**src/rtl/wdfb_pkg.sv**
```systemverilog
package wdfb_pkg;
  localparam int REG_ADDR_W = 2;
  typedef enum logic [REG_ADDR_W-1:0] {
    REG_CTRL  = 2'd0,
    REG_LIMIT = 2'd1,
    REG_TBASE = 2'd2,
    REG_SPARE = 2'd3
  } reg_sel_e;
endpackage

```
**src/rtl/wdfb_regs.sv**
```systemverilog
module wdfb_regs
  import wdfb_pkg::*;
#(
  parameter int FS_W   = 5,
  parameter int CNT_W  = 8,
  parameter int DATA_W = 8
) (
  input  logic                  clk,
  input  logic                  rst,
  input  logic                  wr_en,
  input  logic [REG_ADDR_W-1:0] addr,
  input  logic [DATA_W-1:0]     wr_data,
  input  logic                  expire_i,
  output logic [DATA_W-1:0]     rd_data_o,
  output logic                  en_o,
  output logic                  alarm_o,
  output logic [FS_W-1:0]       safe_o,
  output logic [CNT_W-1:0]      limit_o,
  output logic                  fine_o
);
  localparam int ST_BIT = FS_W;
  localparam int EN_BIT = FS_W + 1;

  logic en_q, alarm_q, fine_q;
  logic [FS_W-1:0]   safe_q;
  logic [CNT_W-1:0]  limit_q;
  logic [DATA_W-1:0] rd_q, rd_next;
  logic ctrl_wr, limit_wr, tbase_wr, clear_req;

  assign ctrl_wr   = wr_en && (reg_sel_e'(addr) == REG_CTRL);
  assign limit_wr  = wr_en && (reg_sel_e'(addr) == REG_LIMIT);
  assign tbase_wr  = wr_en && (reg_sel_e'(addr) == REG_TBASE);
  assign clear_req = ctrl_wr && !wr_data[ST_BIT];

  always_ff @(posedge clk) begin
    if (rst) begin
      en_q    <= 1'b0;
      alarm_q <= 1'b0;
      safe_q  <= '0;
      limit_q <= '1;
      fine_q  <= 1'b0;
    end else begin
      if (ctrl_wr) begin
        en_q   <= wr_data[EN_BIT];
        safe_q <= wr_data[FS_W-1:0];
      end
      if (limit_wr) limit_q <= wr_data[CNT_W-1:0];
      if (tbase_wr) fine_q  <= wr_data[0];
      alarm_q <= expire_i || (alarm_q && !clear_req);
    end
  end

  always_comb begin
    rd_next = '0;
    case (reg_sel_e'(addr))
      REG_CTRL: begin
        rd_next[EN_BIT]     = en_q;
        rd_next[ST_BIT]     = alarm_q;
        rd_next[FS_W-1:0]   = safe_q;
      end
      REG_LIMIT: rd_next[CNT_W-1:0] = limit_q;
      REG_TBASE: rd_next[0]         = fine_q;
      default:   rd_next            = '0;
    endcase
  end

  always_ff @(posedge clk) begin
    if (rst) rd_q <= '0;
    else     rd_q <= rd_next;
  end

  assign rd_data_o = rd_q;
  assign en_o      = en_q;
  assign alarm_o   = alarm_q;
  assign safe_o    = safe_q;
  assign limit_o   = limit_q;
  assign fine_o    = fine_q;

  AST_ALARM_STICKY: assert property (@(posedge clk) disable iff (rst)
    (alarm_q && !clear_req) |=> alarm_q);
  AST_ALARM_CAUSE: assert property (@(posedge clk) disable iff (rst)
    (!alarm_q && !expire_i) |=> !alarm_q);
  AST_OFF_NO_ALARM: assert property (@(posedge clk) disable iff (rst)
    (!en_q && !alarm_q) |=> !alarm_q);
endmodule

```
**src/rtl/wdfb_countdown.sv**
```systemverilog
module wdfb_countdown #(
  parameter int CNT_W = 8
) (
  input  logic             clk,
  input  logic             rst,
  input  logic             en_i,
  input  logic             alarm_i,
  input  logic             fine_i,
  input  logic             tick_coarse_i,
  input  logic             tick_fine_i,
  input  logic             kick_i,
  input  logic [CNT_W-1:0] limit_i,
  output logic             expire_o
);
  localparam int REM_W = CNT_W + 1;
  localparam logic [REM_W-1:0] REM_MAX = REM_W'(1) << CNT_W;

  logic [REM_W-1:0] rem_q, full_load;
  logic tick_sel, reload, step;

  assign tick_sel  = fine_i ? tick_fine_i : tick_coarse_i;
  assign full_load = REM_W'(limit_i) + REM_W'(1);
  assign reload    = !en_i || kick_i || alarm_i;
  assign step      = !reload && tick_sel;
  assign expire_o  = step && (rem_q == REM_W'(1));

  always_ff @(posedge clk) begin
    if (rst)             rem_q <= REM_MAX;
    else if (reload)     rem_q <= full_load;
    else if (expire_o)   rem_q <= full_load;
    else if (step)       rem_q <= rem_q - REM_W'(1);
  end

  AST_REM_RANGE: assert property (@(posedge clk) disable iff (rst)
    (rem_q != '0) && (rem_q <= REM_MAX));
  AST_IDLE_HOLD: assert property (@(posedge clk) disable iff (rst)
    (en_i && !alarm_i && !kick_i && !tick_sel) |=> $stable(rem_q));
  AST_KICK_RELOAD: assert property (@(posedge clk) disable iff (rst)
    kick_i |=> (rem_q == REM_W'($past(limit_i)) + REM_W'(1)));
endmodule

```
**src/rtl/wdfb_select.sv**
```systemverilog
module wdfb_select #(
  parameter int FS_W = 5
) (
  input  logic            clk,
  input  logic            rst,
  input  logic            alarm_i,
  input  logic [FS_W-1:0] safe_i,
  input  logic [FS_W-1:0] fs_i,
  output logic [FS_W-1:0] fs_o
);
  logic [FS_W-1:0] pick, fs_q;

  for (genvar b = 0; b < FS_W; b++) begin : g_bit
    assign pick[b] = alarm_i ? safe_i[b] : fs_i[b];
  end

  always_ff @(posedge clk) begin
    if (rst) fs_q <= fs_i;
    else     fs_q <= pick;
  end

  assign fs_o = fs_q;
endmodule

```
**src/rtl/wdog_freq_fallback.sv**
```systemverilog
module wdog_freq_fallback
  import wdfb_pkg::*;
#(
  parameter int FS_W   = 5,
  parameter int CNT_W  = 8,
  parameter int DATA_W = 8
) (
  input  logic                  clk,
  input  logic                  rst,
  input  logic                  reg_wr,
  input  logic [REG_ADDR_W-1:0] reg_addr,
  input  logic [DATA_W-1:0]     reg_wdata,
  output logic [DATA_W-1:0]     reg_rdata,
  input  logic                  tick_coarse,
  input  logic                  tick_fine,
  input  logic                  kick,
  input  logic [FS_W-1:0]       fs_in,
  output logic [FS_W-1:0]       fs_out,
  output logic                  alarm
);
  logic en_w, alarm_w, fine_w, expire_w;
  logic [FS_W-1:0]  safe_w;
  logic [CNT_W-1:0] limit_w;

  wdfb_regs #(.FS_W(FS_W), .CNT_W(CNT_W), .DATA_W(DATA_W)) u_regs (
    .clk(clk), .rst(rst), .wr_en(reg_wr), .addr(reg_addr), .wr_data(reg_wdata),
    .expire_i(expire_w), .rd_data_o(reg_rdata), .en_o(en_w), .alarm_o(alarm_w),
    .safe_o(safe_w), .limit_o(limit_w), .fine_o(fine_w)
  );

  wdfb_countdown #(.CNT_W(CNT_W)) u_count (
    .clk(clk), .rst(rst), .en_i(en_w), .alarm_i(alarm_w), .fine_i(fine_w),
    .tick_coarse_i(tick_coarse), .tick_fine_i(tick_fine), .kick_i(kick),
    .limit_i(limit_w), .expire_o(expire_w)
  );

  wdfb_select #(.FS_W(FS_W)) u_sel (
    .clk(clk), .rst(rst), .alarm_i(alarm_w), .safe_i(safe_w), .fs_i(fs_in),
    .fs_o(fs_out)
  );

  assign alarm = alarm_w;

  AST_FS_FORCED: assert property (@(posedge clk) disable iff (rst)
    alarm |=> (fs_out == $past(safe_w)));
  AST_FS_PASS: assert property (@(posedge clk) disable iff (rst)
    !alarm |=> (fs_out == $past(fs_in)));
endmodule

```
**config.mk**
```make
export PLATFORM = sky130hd
export DESIGN_NAME = wdog_freq_fallback
export DESIGN_NICKNAME = d
export VERILOG_FILES = /design/src/rtl/wdfb_pkg.sv /design/src/rtl/wdfb_regs.sv /design/src/rtl/wdfb_countdown.sv /design/src/rtl/wdfb_select.sv /design/src/rtl/wdog_freq_fallback.sv
export SDC_FILE = /design/constraint.sdc
export NUM_CORES = 1
export LEC_CHECK = 0
export BUFFER_PORTS_ARGS = -buffer_cell sky130_fd_sc_hd__buf_2
export CAP_MARGIN = 40
export CORE_MARGIN = 4
export CORE_UTILIZATION = 50
export CTS_BUF_LIST = sky130_fd_sc_hd__clkbuf_2 sky130_fd_sc_hd__clkbuf_4 sky130_fd_sc_hd__clkbuf_8
export DETAILED_ROUTE_END_ITERATION = 10
export PLACE_DENSITY_LB_ADDON = 0.25
export REMOVE_ABC_BUFFERS = 1
export SLEW_MARGIN = 15
export SYNTH_ARGS = -nofsm -noshare
export SYNTH_HDL_FRONTEND = slang
export SYNTH_SLANG_ARGS = --single-unit
```
**constraint.sdc**
```tcl
create_clock -name clk -period 2.01 [get_ports clk]
set_input_delay 0.603 -clock clk [delete_from_list [all_inputs] [get_ports clk]]
set_output_delay 0.603 -clock clk [all_outputs]
set_load 0.02 [all_outputs]
```
### Word level (Yosys, flattened, before mapping)

Index checks and enable logic that the tools add are counted.

* bits in registers: 38
* input bits: 21
* logic and storage cells: 44
* output and inout port bits: 14

* muxes and demuxes: 12
* eq/ne operators: 3
* reductions and logical operators: 17
* bitwise operators: 1
* add/subtract/negate cells: 2

Operators with widths (count)
* 2-to-1 mux 9 bit: 3
* case mux 6 bit (2 select lines): 1
* adder 8 x 1 -> 9 bit, second input constant: 1
* == test 9 x 1 -> 1 bit, second input constant: 1
* subtractor 9 x 1 -> 9 bit, second input constant: 1
* logical AND 1 bit: 7
* 2-to-1 mux 1 bit: 6
* 2-to-1 mux 5 bit: 1
* logical NOT 1 bit: 4
* logical OR 1 bit: 3
* case mux 1 bit (3 select lines): 1
* nonzero test 3 bit: 1
* == test 2 x 1 -> 1 bit, second input constant: 1
* == test 2 bit, second input constant: 1
* logical NOT 2 bit: 1
* OR reduction 2 bit: 1
* inverter 1 bit: 1

### Longest topological paths before layout

Gate-level depths: netlist of run 1.

* depth after elaboration: 8
* depth in mapped cells: 7
* gate-level depth less buffers: 7

### By module

From an unflattened synthesis of run 1, not the netlist that was laid out.

* cells, all modules: 211
* area total of the unflattened synthesis: 1938.1 µm²

By module, submodules not included
* wdfb_regs: sequential area each 480.5 µm², instances 1, cells an instance 99, area each 977.2 µm²
* wdfb_countdown: sequential area each 180.2 µm², instances 1, cells an instance 101, area each 790.8 µm²
* wdfb_select: sequential area each 100.1 µm², instances 1, cells an instance 11, area each 170.2 µm²

### Least setup slack after synthesis of run 1

OpenSTA, ideal clock, no wires.

* kind: flip-flop to flip-flop
* from: reg u_count.rem_q[0]
* to: reg u_count.rem_q[8]
* stages on the path, launching flop included: 8
* path slack: 0.346 ns
* period minus slack after synthesis: 1.664 ns
* arrival time: 1.543 ns
* required time: 1.888 ns
* cell sequence: dfxtp_1 -> inv_1 -> ha_1 -> nor3b_1 -> nand2_1 -> mux2i_1 -> o21ai_0 -> a221o_1

* cells in the longest elaborated chain, start to end: 4
* elaborated cells on any way between the ends: 7
* classes of those cells: add/sub: 1; eq/ne: 1; mux: 3; reduce/logical: 2

Ends and longest elaborated chain
* from (decl): line wdfb_countdown.sv:18 `logic [REM_W-1:0] rem_q, full_load;`
* from (signal assigned): line wdfb_countdown.sv:29 `else if (reload) rem_q <= full_load;`
* from (signal assigned): line wdfb_countdown.sv:30 `else if (expire_o) rem_q <= full_load;`
* from (signal assigned): line wdfb_countdown.sv:31 `else if (step) rem_q <= rem_q - REM_W'(1);`
* subtractor 9 x 1 -> 9 bit / == test 9 x 1 -> 1 bit (equally long branches): line wdfb_countdown.sv:31, wdfb_countdown.sv:25
* 2-to-1 mux 9 bit / logical AND 1 bit (equally long branches): line wdfb_countdown.sv:31, wdfb_countdown.sv:25
* 2-to-1 mux 9 bit: line wdfb_countdown.sv:30
* 2-to-1 mux 9 bit: line wdfb_countdown.sv:29

Several ways; a longest one is shown, not always the timed one. The select of a mux whose other input is x is not followed.
A chain may end at the register's enable or synchronous reset.

### Worst setup path after layout of run 1

* from: reg u_count.rem_q[4]
* to: reg u_count.rem_q[7]

The elaborated chain is that of the path after synthesis.

==> results by group, run 1 <==
Floorplan
  – Width of the die: 68.7 microns
  – Core area: 0.00344 sq mm
  – Initial Util: 53.6%
  – Die area: 0.00472 sq mm
  – I/O Pins: 35
  – Core Rows: 21
  – Die outline height: 68.7 microns

Timing
  – Time the worst path needs with I/O delays and setup: 1.75 ns
  – Worst relative slew slack: 54.6%
  – Worst hold slack: 0.517 ns
  – Final Max Tran Viols: 0
  – Unrepaired setup endpoints after global routing: no
  – Slew of the pin with the lowest slew margin: 0.661 ns
  – Final cycle utilization of the critical path: 86.8%
  – Worst setup skew after layout: 0.00259 ns
  – Max Fclk: 0.573 GHz
  – Setup TNS Final: 0 ns
  – Total count of hold-check failures in the final report: 0
  – Final count of negative-setup-slack endpoints: 0

Pwr
  – Largest voltage drop on the vdd net: 0.000580 V
  – Ratio of total power to cell area: 783 mW/mm^2
  – Cell leakage power: 0.000979 uW

Cells and area
  – Count of non-filler cells in the finished layout: 289
  – Layout filler cell count: 322
  – Nets@finish: 266
  – Synth-to-layout area growth: 18.7%
  – Inserted Diodes: 0
  – Cell area after layout: 0.00219 sq mm
  – Share of cells above drive strength 1: 26.3%

Global route
  – Global Route Usage Sum: 19.6%
  – Maximum number of pins on one net before global-route repair: 18
  – Number of antenna violations at the first check in global routing: 0
  – Vias in the first global route: 1589
  – GRT Residual Overflow: 0
  – Wire length of the first global-routing pass: 6.93 mm

Worst setup path
  – Data arrival, critical path: 1.93 ns
  – Setup Crit Path Kind: flop to flop
  – CP Capture Type: flop
  – Largest driver fanout on the critical path: 7
  – Worst Setup Start Kind: flop
  – Worst endpoint required time: 2.20 ns

Run status
  – Outcome: completed

Clock network
  – Depth of the CTS H-tree: 2
  – Maximum number of buffers from clock root to sink: 2
  – Clock-pin transition on the worst setup and hold timing paths: 0.07 ns
  – Clock root cell: clkbuf_8
  – TritonCTS clock tree: built
  – Number of buffers added by the clock tree synthesis step: 5
  – Post-CTS Repair Setup Buffers: 0
  – Number of buffers inserted for hold repair after clock tree synthesis: 0
  – Later-pin clock latency in the skew report: 0.29 ns
  – Count of clock tree sinks: 38

Synthesis
  – Largest cells by area after synthesis: dfxtp_1 41%, mux2i_1 8.7%, nand2_1 5.5%, nor2_1 4.5%, nand3b_1 3.7%
  – Portion of synthesized cell area occupied by the leading cell type: 41.2%
  – Number of synthesized register bits: 38
  – Largest area contributor in the netlist: dfxtp_1
  – Post-synth design cell area: 0.00184 sq mm
  – Number of distinct library cells after synthesis: 48
  – Cells after Synth: 202
  – Average footprint of a synthesized cell: 9.13 sq um
  – Yosys warns: 0
  – Sequential cell area fraction in the yosys report: 41.2%

Detailed routing
  – Antenna violation net count after detailed routing: 0
  – Length of routed met2 wiring: 1.81 mm
  – Top Layer Used: met4
  – Drc violations: 0
  – Detailed Route Iter0 Violations: 92
  – Routed wirelength normalized by instance count: 13.8 microns
  – First drt pass iteration count: 4
  – Number of vias in the routed layout: 1610
  – Aggregate routed wire length: 3.98 mm
  – Avg Vias per Cell: 5.57
  – Wire length the detailed router placed on met1: 1.84 mm
  – Sum of met3 wire segment lengths after detailed routing: 258 microns

Place
  – Cell Count Post-Placement: 281
  – Count of buffers from port buffering: 34
  – Gpl congestion: 0.858
  – Placed standard-cell area: 0.00209 sq mm
  – Half-perimeter wire length after detailed placement: 3.00 mm

Min path
  – Worst min-delay path category: flop to flop

Run
  – Max-cap violation count: 0
-- per-stage QoR --
step           util, %  setup WS [ns]  power (uW)
6_report          63.6          0.265        1710
5_1_grt           63.6         0.0877        1810
4_1_cts           63.4          0.153        1720
3_5_place_dp      60.7          0.156        1180
3_3_place_gp      60.7          0.205        1180
2_1_floorplan        -          0.221        1080
-- cell families after synthesis --
group,count (synthesis),share of synthesized area (%)
compound gates,33,12.9
xor+xnor,6,2.85
fa+ha+maj,3,2.04
buf+inv,12,2.58
flops,38,41.2
mux,22,12.3
simple gates,88,26.1
-- worst paths after layout --
| path | from | end | slack (ns) | cells after the start |
|---|---|---|---|---|
| worst min register to register | u_regs.safe_o[4] | u_sel.fs_o[4] | 0.52 | 1 |
| worst min-delay path | u_regs.safe_o[4] | u_sel.fs_o[4] | 0.52 | 1 |
| worst max register to register | u_count.rem_q[4] | u_count.rem_q[7] | 0.26 | 5 |
| worst max-delay path | u_count.rem_q[4] | u_count.rem_q[7] | 0.26 | 5 |
-- what timing repair did --
item                                    CTS  global route
endpoints found under the hold margin     0             0
endpoints found under the setup margin    0             1
gates resized for setup                   0             1
-- critical path, stage by stage (launching register included) --
cell      delay [ns]
dfxtp_1         0.38
nor4_4          0.38
nand4b_2        0.30
o21ai_4         0.31
o21ai_1         0.12
and3_1          0.15
-- synth_stat cells, drive strengths merged --
| library cell | count |
|---|---|
| nor3b | 3 |
| nor2b | 1 |
| o21ai | 10 |
| nor4 | 2 |
| nand4b | 1 |
| clkbuf | 4 |
| o311a | 2 |
| xor2 | 3 |
| nand2b | 2 |
| a221o | 2 |
| nor2 | 23 |
| a21boi | 1 |
| o211a | 1 |
| a21oi | 9 |
| nand4 | 2 |
| dfxtp | 38 |
| or4 | 1 |
| a221oi | 1 |
| nand3 | 6 |
| a31oi | 2 |
| a41oi | 1 |
| nor3 | 2 |
| and2 | 1 |
| mux2i | 16 |
| or2 | 1 |
| a32oi | 1 |
| and3b | 2 |
| ha | 3 |
| a311o | 1 |
| nand3b | 9 |
| xnor2 | 3 |
| and3 | 2 |
| nand2 | 28 |
| and4 | 1 |
| inv | 5 |
| buf | 3 |
| o31ai | 1 |
| mux2 | 6 |
| o21a | 1 |
| and4b | 1 |
-- cell usage in the layout, fill, tap and decap left out, types with 2 or more instances in the layout --
cell / n
nor3_1: 2
xor2_1: 3
mux2_2: 6
inv_1: 5
nand3_1: 6
and3_1: 2
nand2b_1: 2
buf_2: 34
and3b_1: 2
a21oi_1: 8
a221o_1: 2
ha_1: 3
o21ai_1: 3
o21ai_0: 6
dfxtp_1: 38
xnor2_1: 3
buf_4: 6
nand3b_1: 9
nand4_1: 2
nor2_1: 22
clkbuf_8: 6
mux2i_1: 16
a31oi_1: 2
nand2_1: 27
o311a_1: 2
-- area by class of cell --
type	count	area (sq um)	share of cell area (%)
inverters	5	18.8	0.858
repair buffers	40	215	9.83
well taps	46	57.6	2.63
clock buffers	7	90.1	4.12
flip-flops and latches	38	761	34.8
multi-input cells	152	1040	47.6
clock inverters	1	5.00	0.229
-- flip-flops by register name, indices dropped and copies added, names as in the netlist --
| register | cells |
|---|---|
| u_count.rem_q | 9 |
| u_regs.rd_data_o | 8 |
| u_regs.alarm_o | 1 |
| u_regs.limit_o | 8 |
| u_sel.fs_o | 5 |
| u_regs.safe_o | 5 |
| u_regs.fine_o | 1 |
| u_regs.en_o | 1 |
-- layer usage --
layer,up-vias,global-route usage (%)
met4,0,8.03
met3,8,5.51
met1,755,24.4
met2,49,31.9
li1,798,-
met5,-,0
-- power by group --
part,switching (uW),internal [uW],total (uW)
registers,49.5,800,849
clock network,254,290,543
logic,170,152,322
Note: power is estimated with default switching activity, not from simulation.
==> run 2: changes to the inputs <==
--- a/config.mk
+++ b/config.mk
@@ -7,2 +7,3 @@
 export LEC_CHECK = 0
+export ABC_AREA = 1
 export BUFFER_PORTS_ARGS = -buffer_cell sky130_fd_sc_hd__buf_2
==> constraint.sdc (replaced) <==
create_clock -name clk -period 1.68 [get_ports clk]
set_input_delay 0.084 -clock clk [delete_from_list [all_inputs] [get_ports clk]]
set_output_delay 0.084 -clock clk [all_outputs]
set_load 0.02 [all_outputs]
==> run 2 against run 1 <==
Clock skew increased by 0.0036 ns. Area after synthesis up 7.7%. Register-to-register slack worse by 0.096 ns. First-iteration DRC count grew 57%.
==> results by group, run 2 <==
Clock network
  – Clock root cell: clkbuf_8 (unchanged)
  – Count of clock tree sinks: 38 (unchanged)
  – Depth of the CTS H-tree: 2 (unchanged)
  – TritonCTS clock tree: built (unchanged)
  – Number of buffers added by the clock tree synthesis step: 5 (unchanged)
  – Clock-pin transition on the worst setup and hold timing paths: 0.07 ns (about the same)
  – Later-pin clock latency in the skew report: 0.29 ns (about the same)
  – Maximum number of buffers from clock root to sink: 2 (unchanged)

Detailed routing
  – Avg Vias per Cell: 5.02 (was 5.57)
  – Drc violations: 0 (unchanged)
  – Antenna violation net count after detailed routing: 0 (unchanged)
  – Number of vias in the routed layout: 1957 (was 1610)
  – Aggregate routed wire length: 4.81 mm (was 3.98 mm)
  – Routed wirelength normalized by instance count: 12.3 microns (was 13.8 microns)
  – First drt pass iteration count: 5 (was 4)
  – Detailed Route Iter0 Violations: 144 (was 92)

Cells and area
  – Synth-to-layout area growth: 21.9% (was 18.7%)
  – Share of cells above drive strength 1: 20.2% (was 26.3%)
  – Nets@finish: 365 (was 266)
  – Leading cell types in the layout, fill and taps excluded: 85 x nand2_1, 41 x inv_1, 38 x dfxtp_1, 34 x buf_2, 30 x nand3_1 (was 38 x dfxtp_1, 34 x buf_2, 27 x nand2_1, 22 x nor2_1, 16 x mux2i_1)
  – Count of non-filler cells in the finished layout: 390 (was 289)
  – Most common library cell in the layout ignoring fill and taps: nand2_1 (was dfxtp_1)
  – Layout filler cell count: 356 (was 322)
  – Inserted Diodes: 0 (unchanged)
  – Top reg by flops: u_count.rem_q (unchanged)
  – Max reg flops: 9 (unchanged)
  – Final cell utilization of the core: 64.6% (was 63.6%)

Global route
  – Maximum number of pins on one net before global-route repair: 22 (was 18)
  – Global routing usage on met3: 4.40% (was 5.51%)
  – Global routing's busiest layer: met2 (unchanged)
  – Vias in the first global route: 1838 (was 1589)
  – Global Route Usage Sum: 20.2% (was 19.6%)
  – GRT Residual Overflow: 0 (unchanged)
  – Number of antenna violations at the first check in global routing: 0 (unchanged)
  – Met2 Resource Use GR: 33.8% (was 31.9%)
  – GRT met1 Usage: 26.8% (was 24.4%)
  – Wire length of the first global-routing pass: 8.19 mm (was 6.93 mm)

Synthesis
  – Fraction of registers with async set/reset: 0% (unchanged)
  – List of most frequent post-synthesis cells: 85 x nand2_1, 41 x inv_1, 38 x dfxtp_1 (was 38 x dfxtp_1, 27 x nand2_1, 22 x nor2_1)
  – Portion of synthesized cell area occupied by the leading cell type: 38.3% (was 41.2%)
  – Largest area contributor in the netlist: dfxtp_1 (unchanged)
  – Number of enable-type register cells in the synthesized netlist: 0 (unchanged)
  – Number of distinct library cells after synthesis: 28 (was 48)
  – Yosys warns: 0 (unchanged)
  – Sequential cell area fraction in the yosys report: 38.3% (was 41.2%)
  – Number of synthesized register bits: 38 (unchanged)
  – Top FF cell, synth: dfxtp_1 (unchanged)
  – Post-synth design cell area: 0.00199 sq mm (was 0.00184 sq mm)
  – Largest cells by area after synthesis: dfxtp_1 38%, nand2_1 16%, inv_1 7.8%, nand3_1 7.6%, o21ai_0 4.5% (was dfxtp_1 41%, mux2i_1 8.7%, nand2_1 5.5%, nor2_1 4.5%, nand3b_1 3.7%)
  – Cells after Synth: 295 (was 202)
  – Average footprint of a synthesized cell: 6.73 sq um (was 9.13 sq um)
  – Most instantiated library cell after synthesis: nand2_1 (was dfxtp_1)

Worst setup path
  – Setup Crit Path Kind: flop to flop (unchanged)
  – Reg-to-Reg End: u_count.rem_q[3] (was u_count.rem_q[7])
  – Worst endpoint required time: 1.91 ns (was 2.20 ns)
  – Largest driver fanout on the critical path: 11 (was 7)
  – Worst Setup Start Kind: flop (unchanged)
  – Path depth of the worst reg2reg path: 10 (was 5)
  – Reg-to-reg critical path startpoint: u_count.rem_q[1] (was u_count.rem_q[4])
  – Data arrival, critical path: 1.75 ns (was 1.93 ns)
  – CP Capture Type: flop (unchanged)
  – Worst reg-to-reg setup slack: 0.17 ns (was 0.26 ns)

Min path
  – Worst min-delay path category: input port to flop (was flop to flop)
  – Worst Hold Depth: 3 (was 1)
  – Worst hold endpoint: u_regs.limit_o[7] (was u_sel.fs_o[4])
  – Min-delay src: reg_wdata[7] (was u_regs.safe_o[4])

Place
  – Cell Count Post-Placement: 377 (was 281)
  – Gpl congestion: 0.911 (was 0.858)
  – Placement-stage worst setup slack: 0.206 ns (was 0.156 ns)
  – Count of buffers from port buffering: 34 (unchanged)
  – Half-perimeter wire length after detailed placement: 3.49 mm (was 3.00 mm)

Timing
  – Setup ws final: 0.169 ns (was 0.265 ns)
  – Max Fclk: 0.662 GHz (was 0.573 GHz)
  – Setup TNS Final: 0 ns (unchanged)
  – Final count of negative-setup-slack endpoints: 0 (unchanged)
  – Unrepaired setup endpoints after global routing: no (unchanged)
  – Slew of the pin with the lowest slew margin: 0.608 ns (was 0.661 ns)
  – Worst setup skew after layout: 0.00622 ns (was 0.00259 ns)
  – Final cycle utilization of the critical path: 89.9% (was 86.8%)
  – Total count of hold-check failures in the final report: 0 (unchanged)
  – Final Max Tran Viols: 0 (unchanged)
  – Worst relative slew slack: 59.4% (was 54.6%)
  – Time the worst path needs with I/O delays and setup: 1.51 ns (was 1.75 ns)

Pwr
  – Ratio of total power to cell area: 1010 mW/mm^2 (was 783 mW/mm^2)
  – Cell leakage power: 0.00126 uW (was 0.000979 uW)
  – Largest voltage drop on the vdd net: 0.000903 V (was 0.000580 V)

Floorplan
  – I/O Pins: 35 (unchanged)
  – Core Rows: 22 (was 21)
  – Core area: 0.00374 sq mm (was 0.00344 sq mm)
  – Initial Util: 53.0% (was 53.6%)
  – Die outline height: 71.0 microns (was 68.7 microns)
  – Width of the die: 71.0 microns (was 68.7 microns)
  – Die area: 0.00504 sq mm (was 0.00472 sq mm)

Run
  – Max-cap violation count: 0 (unchanged)

Run status
  – Outcome: completed (unchanged)
==> run 2: cell types whose count changed after synthesis, sizes merged, moves of 3 or more <==
cell | before | now
inv | 5 | 46
nand2 | 28 | 88
nand3b | 9 | 1
nand3 | 6 | 33
o21ai | 10 | 22
mux2i | 16 | 0
nor3b | 3 | 0
nor2 | 23 | 32
mux2 | 6 | 0
o211ai | 0 | 5
==> run 2: cell families after synthesis <==
kind of cell | share of synthesized area [%]
AND/OR/NAND/NOR | 35.1
buffers and inverters | 10.8
AO/OA/AOI/OAI | 11.7
flip-flops | 38.3
XOR/XNOR | 2.21
adder cells (fa/ha/maj) | 1.89
==> run 2: critical path, cell delays in order (launching register included) <==
cell,delay (ns)
dfxtp_1,0.31
inv_1,0.09
ha_1,0.15
nand2_1,0.05
nor2_1,0.22
nand3_4,0.18
nand2_1,0.17
nand2_1,0.08
nand3_1,0.09
nand2_1,0.06
inv_1,0.05
==> run 2: per-stage QoR <==
| step | hold slack (ns) | cell area (sq um) | total power [uW] |
|---|---|---|---|
| floorplan | 0.146 | 1940 | 1350 |
| CTS | 0.0115 | 2410 | 2450 |
| global placement | 0.274 | 2220 | 1470 |
| global route | 0.0140 | 2420 | 2570 |
| finish | 0.0131 | 2420 | 2440 |
| detailed placement | 0.280 | 2220 | 1480 |
==> run 2: layer usage <==
layer	wire [microns]	share of wire (%)
met4	57	1.2
met2	2260	47
met1	2180	45
met5	0	0
met3	303	6.3
==> run 2: final cells by class <==
class | count | area, sq um | share of cell area [%]
clock buffers | 6 | 82.6 | 3.41
clock inverters | 2 | 60.1 | 2.48
inverters | 46 | 173 | 7.14
multi-input cells | 205 | 1020 | 42.1
flip-flops and latches | 38 | 761 | 31.4
well taps | 48 | 60.1 | 2.48
repair buffers | 45 | 265 | 11.0
==> run 2: repair_timing <==
action	4_1_cts	5_1_grt
gates resized for setup	0	1
endpoints found under the setup margin	0	1
hold buffers	5	0
setup buffers	0	0
endpoints found under the hold margin	5	0
==> run 2: report_power, final <==
group | leakage, uW | switching [uW] | total (uW) | internal [uW]
sequential | 0.000313 | 43.9 | 1000 | 960
combinational | 0.000875 | 292 | 472 | 180
clock | 0.0000714 | 327 | 960 | 633
total | 0.00126 | 662 | 2440 | 1770
==> run 2: worst max-delay path by stage <==
stage | from | end | slack [ns] | depth (start not counted)
6_report | u_count.rem_q[1] | u_count.rem_q[3] | 0.17 | 10
5_1_grt | u_count.rem_q[1] | u_count.rem_q[3] | 0.05 | 10
4_1_cts | u_count.rem_q[1] | u_count.rem_q[3] | 0.13 | 10
3_5_place_dp | u_count.rem_q[1] | u_count.rem_q[1] | 0.21 | 10
3_3_place_gp | u_count.rem_q[1] | u_count.rem_q[0] | 0.22 | 10
2_1_floorplan | u_regs.alarm_o | u_count.rem_q[1] | 0.39 | 9
==> run 3: changes to the inputs <==
Settings changed: CORE_MARGIN 4 to 2, CORE_UTILIZATION 50 to 57.
==> run 3 against run 2 <==
Critical path depth fell by 1. Clock power fell by 33%. Non-clock buffer count rose by 8. Cell count rose by 1.3%. Register-to-register slack improved by 0.07 ns. Global-route usage rose by 6.4 points. Wire length rose by 2.1%. Core utilization rose by 8.4 points. Clock skew rose by 0.0029 ns.
==> results by group, run 3 (synthesized netlist as in run 2, its figures left out) <==
Run status
  – Outcome: completed (unchanged)

Clock network
  – Count of clock tree sinks: 38 (unchanged)
  – Clock root cell: clkbuf_4 (was clkbuf_8)
  – Maximum number of buffers from clock root to sink: 2 (unchanged)
  – TritonCTS clock tree: built (unchanged)
  – Clock-pin transition on the worst setup and hold timing paths: 0.12 ns (was 0.07 ns)
  – Number of buffers added by the clock tree synthesis step: 5 (unchanged)
  – Later-pin clock latency in the skew report: 0.35 ns (was 0.29 ns)
  – Depth of the CTS H-tree: 2 (unchanged)

Worst setup path
  – Reg-to-reg critical path startpoint: u_count.rem_q[1] (unchanged)
  – Data arrival, critical path: 1.70 ns (was 1.75 ns)
  – Path depth of the worst reg2reg path: 9 (was 10)
  – Worst path bufs/invs: 1 (was 2)
  – Largest delay contributor family on the critical path: simple AND/OR/NAND/NOR gates (unchanged)
  – Worst endpoint required time: 1.94 ns (was 1.91 ns)
  – Largest driver fanout on the critical path: 5 (was 11)
  – Cell chain of the critical path: inv_1 -> ha_1 -> nand2_1 -> nor2_2 -> nand3_1 -> nor2_2 -> nand2_1 -> nand3_1 -> a21oi_1 (was inv_1 -> ha_1 -> nand2_1 -> nor2_1 -> nand3_4 -> nand2_1 -> nand2_1 -> nand3_1 -> nand2_1 -> inv_1)
  – Setup Crit Path Kind: flop to flop (unchanged)
  – Critical Path Slowest Stage Cell: dfxtp_1 (unchanged)
  – Reg-to-Reg End: u_count.rem_q[4] (was u_count.rem_q[3])
  – Worst reg-to-reg setup slack: 0.24 ns (was 0.17 ns)
  – CP Capture Type: flop (unchanged)
  – Stage delay of the slowest cell on the critical path: 0.32 ns (was 0.31 ns)
  – Worst Setup Start Kind: flop (unchanged)

Detailed routing
  – Detailed Route Iter0 Violations: 146 (was 144)
  – Antenna violation net count after detailed routing: 0 (unchanged)
  – Routed wirelength normalized by instance count: 12.4 microns (was 12.3 microns)
  – Aggregate routed wire length: 4.91 mm (was 4.81 mm)
  – First drt pass iteration count: 4 (was 5)
  – Drc violations: 0 (unchanged)
  – Number of vias in the routed layout: 2029 (was 1957)
  – Avg Vias per Cell: 5.14 (was 5.02)

Min path
  – Worst Hold Depth: 3 (unchanged)
  – Worst hold endpoint: u_regs.fine_o (was u_regs.limit_o[7])
  – Min-delay src: reg_wr (was reg_wdata[7])
  – Worst min-delay path category: input port to flop (unchanged)

Global route
  – Vias in the first global route: 1929 (was 1838)
  – Wire length of the first global-routing pass: 8.32 mm (was 8.19 mm)
  – GRT Residual Overflow: 0 (unchanged)
  – Maximum number of pins on one net before global-route repair: 22 (unchanged)
  – Global Route Usage Sum: 26.6% (was 20.2%)
  – Number of antenna violations at the first check in global routing: 0 (unchanged)

Floorplan
  – Core area: 0.00334 sq mm (was 0.00374 sq mm)
  – Width of the die: 63.0 microns (was 71.0 microns)
  – Die area: 0.00397 sq mm (was 0.00504 sq mm)
  – Core Rows: 21 (was 22)
  – Initial Util: 59.5% (was 53.0%)
  – Die outline height: 63.0 microns (was 71.0 microns)
  – I/O Pins: 35 (unchanged)

Pwr
  – Total power: 2150 uW (was 2440 uW)
  – Internal power: 1500 uW (was 1770 uW)
  – Ratio of total power to cell area: 880 mW/mm^2 (was 1010 mW/mm^2)
  – Cell leakage power: 0.00127 uW (was 0.00126 uW)
  – Largest voltage drop on the vdd net: 0.000424 V (was 0.000903 V)
  – Combinational group share of total power: 22.9% (was 19.4%)
  – Net Switching: 647 uW (was 662 uW)
  – Clock network power share: 30.2% (was 39.4%)
  – Switch share: 30.1% (was 27.2%)
  – Register share of total power: 46.9% (was 41.2%)

Timing
  – Final cycle utilization of the critical path: 85.6% (was 89.9%)
  – Final count of negative-setup-slack endpoints: 0 (unchanged)
  – Max Fclk: 0.695 GHz (was 0.662 GHz)
  – Slew of the pin with the lowest slew margin: 0.562 ns (was 0.608 ns)
  – Setup TNS Final: 0 ns (unchanged)
  – Worst relative slew slack: 62.5% (was 59.4%)
  – Unrepaired setup endpoints after global routing: no (unchanged)
  – Final Max Tran Viols: 0 (unchanged)
  – Total count of hold-check failures in the final report: 0 (unchanged)
  – Time the worst path needs with I/O delays and setup: 1.44 ns (was 1.51 ns)
  – Worst setup skew after layout: 0.00916 ns (was 0.00622 ns)

Run
  – Max-cap violation count: 0 (unchanged)

Cells and area
  – Nets@finish: 373 (was 365)
  – Leading cell types in the layout, fill and taps excluded: 85 x nand2_1, 41 x inv_1, 38 x dfxtp_1, 34 x buf_2, 30 x nand3_1 (unchanged)
  – Max reg flops: 9 (unchanged)
  – Count of non-filler cells in the finished layout: 395 (was 390)
  – Inserted Diodes: 0 (unchanged)
  – Most common library cell in the layout ignoring fill and taps: nand2_1 (unchanged)
  – Share of cells above drive strength 1: 19.8% (was 20.2%)
  – Top reg by flops: u_count.rem_q (unchanged)
  – Synth-to-layout area growth: 22.8% (was 21.9%)

Place
  – Gpl congestion: 0.961 (was 0.911)
  – Half-perimeter wire length after detailed placement: 3.44 mm (was 3.49 mm)
  – Count of buffers from port buffering: 34 (unchanged)
  – Cell Count Post-Placement: 375 (was 377)
## run 3: worst max path at each step
stage                startpoint          endpoint  depth (start not counted)
2_1_floorplan    u_regs.alarm_o  u_count.rem_q[1]                          9
3_3_place_gp   u_count.rem_q[1]  u_count.rem_q[0]                         10
3_5_place_dp   u_count.rem_q[1]  u_count.rem_q[0]                         10
4_1_cts        u_count.rem_q[1]  u_count.rem_q[0]                         10
5_1_grt        u_count.rem_q[1]  u_count.rem_q[0]                         10
6_report       u_count.rem_q[1]  u_count.rem_q[4]                          9
## run 3: cell type report
cell class	count	area, sq um
multi-input cells	205	1020
fillers	293	898
flip-flops and latches	38	761
repair buffers	53	345
inverters	46	173
well taps	46	57.6
clock buffers	6	51.3
clock inverters	1	30.0
## run 3: through the flow
step	cell area [sq um]	utilization (%)	hold WS [ns]	setup slack, ns
2_1_floorplan	1940	-	0.146	0.391
3_3_place_gp	2220	66.4	0.272	0.189
3_5_place_dp	2220	66.4	0.278	0.185
4_1_cts	2430	72.8	0.0237	0.149
5_1_grt	2440	73.1	0.0237	0.0664
6_report	2440	73.1	0.0276	0.242
## run 3: what timing repair did
| item | 4_1_cts | 5_1_grt |
|---|---|---|
| buffers inserted | 0 | 0 |
| hold buffers | 13 | 0 |
| hold endpoints to repair | 19 | 0 |
| endpoints found under the setup margin | 0 | 4 |
| resized for setup | 0 | 2 |
## run 3: worst min-delay path: cells and delay by family
kind,cells,cell delay (ns)
AOI/OAI and AO/OA,1,0.07
and+or+nand+nor,1,0.08
buffers and inverters,1,0.10
## run 3: power by group through the flow
stage                     Combinational (uW)  Sequential [uW]  Clock (uW)
after floorplan                          313             1040           0
after global placement                   445             1020           0
after detailed placement                 452             1020           0
after CTS                                479             1010         656
after global routing                     562             1010         684
final                                    492             1010         648
## run 3: routing by layer
layer | global-route usage (%) | vias to the layer above | share of wire, %
met4 | 9.72 | 0 | 1.9
met5 | 0 | - | 0
met3 | 6.49 | 11 | 8.0
li1 | - | 1036 | -
met1 | 33.4 | 901 | 43
met2 | 44.1 | 81 | 47
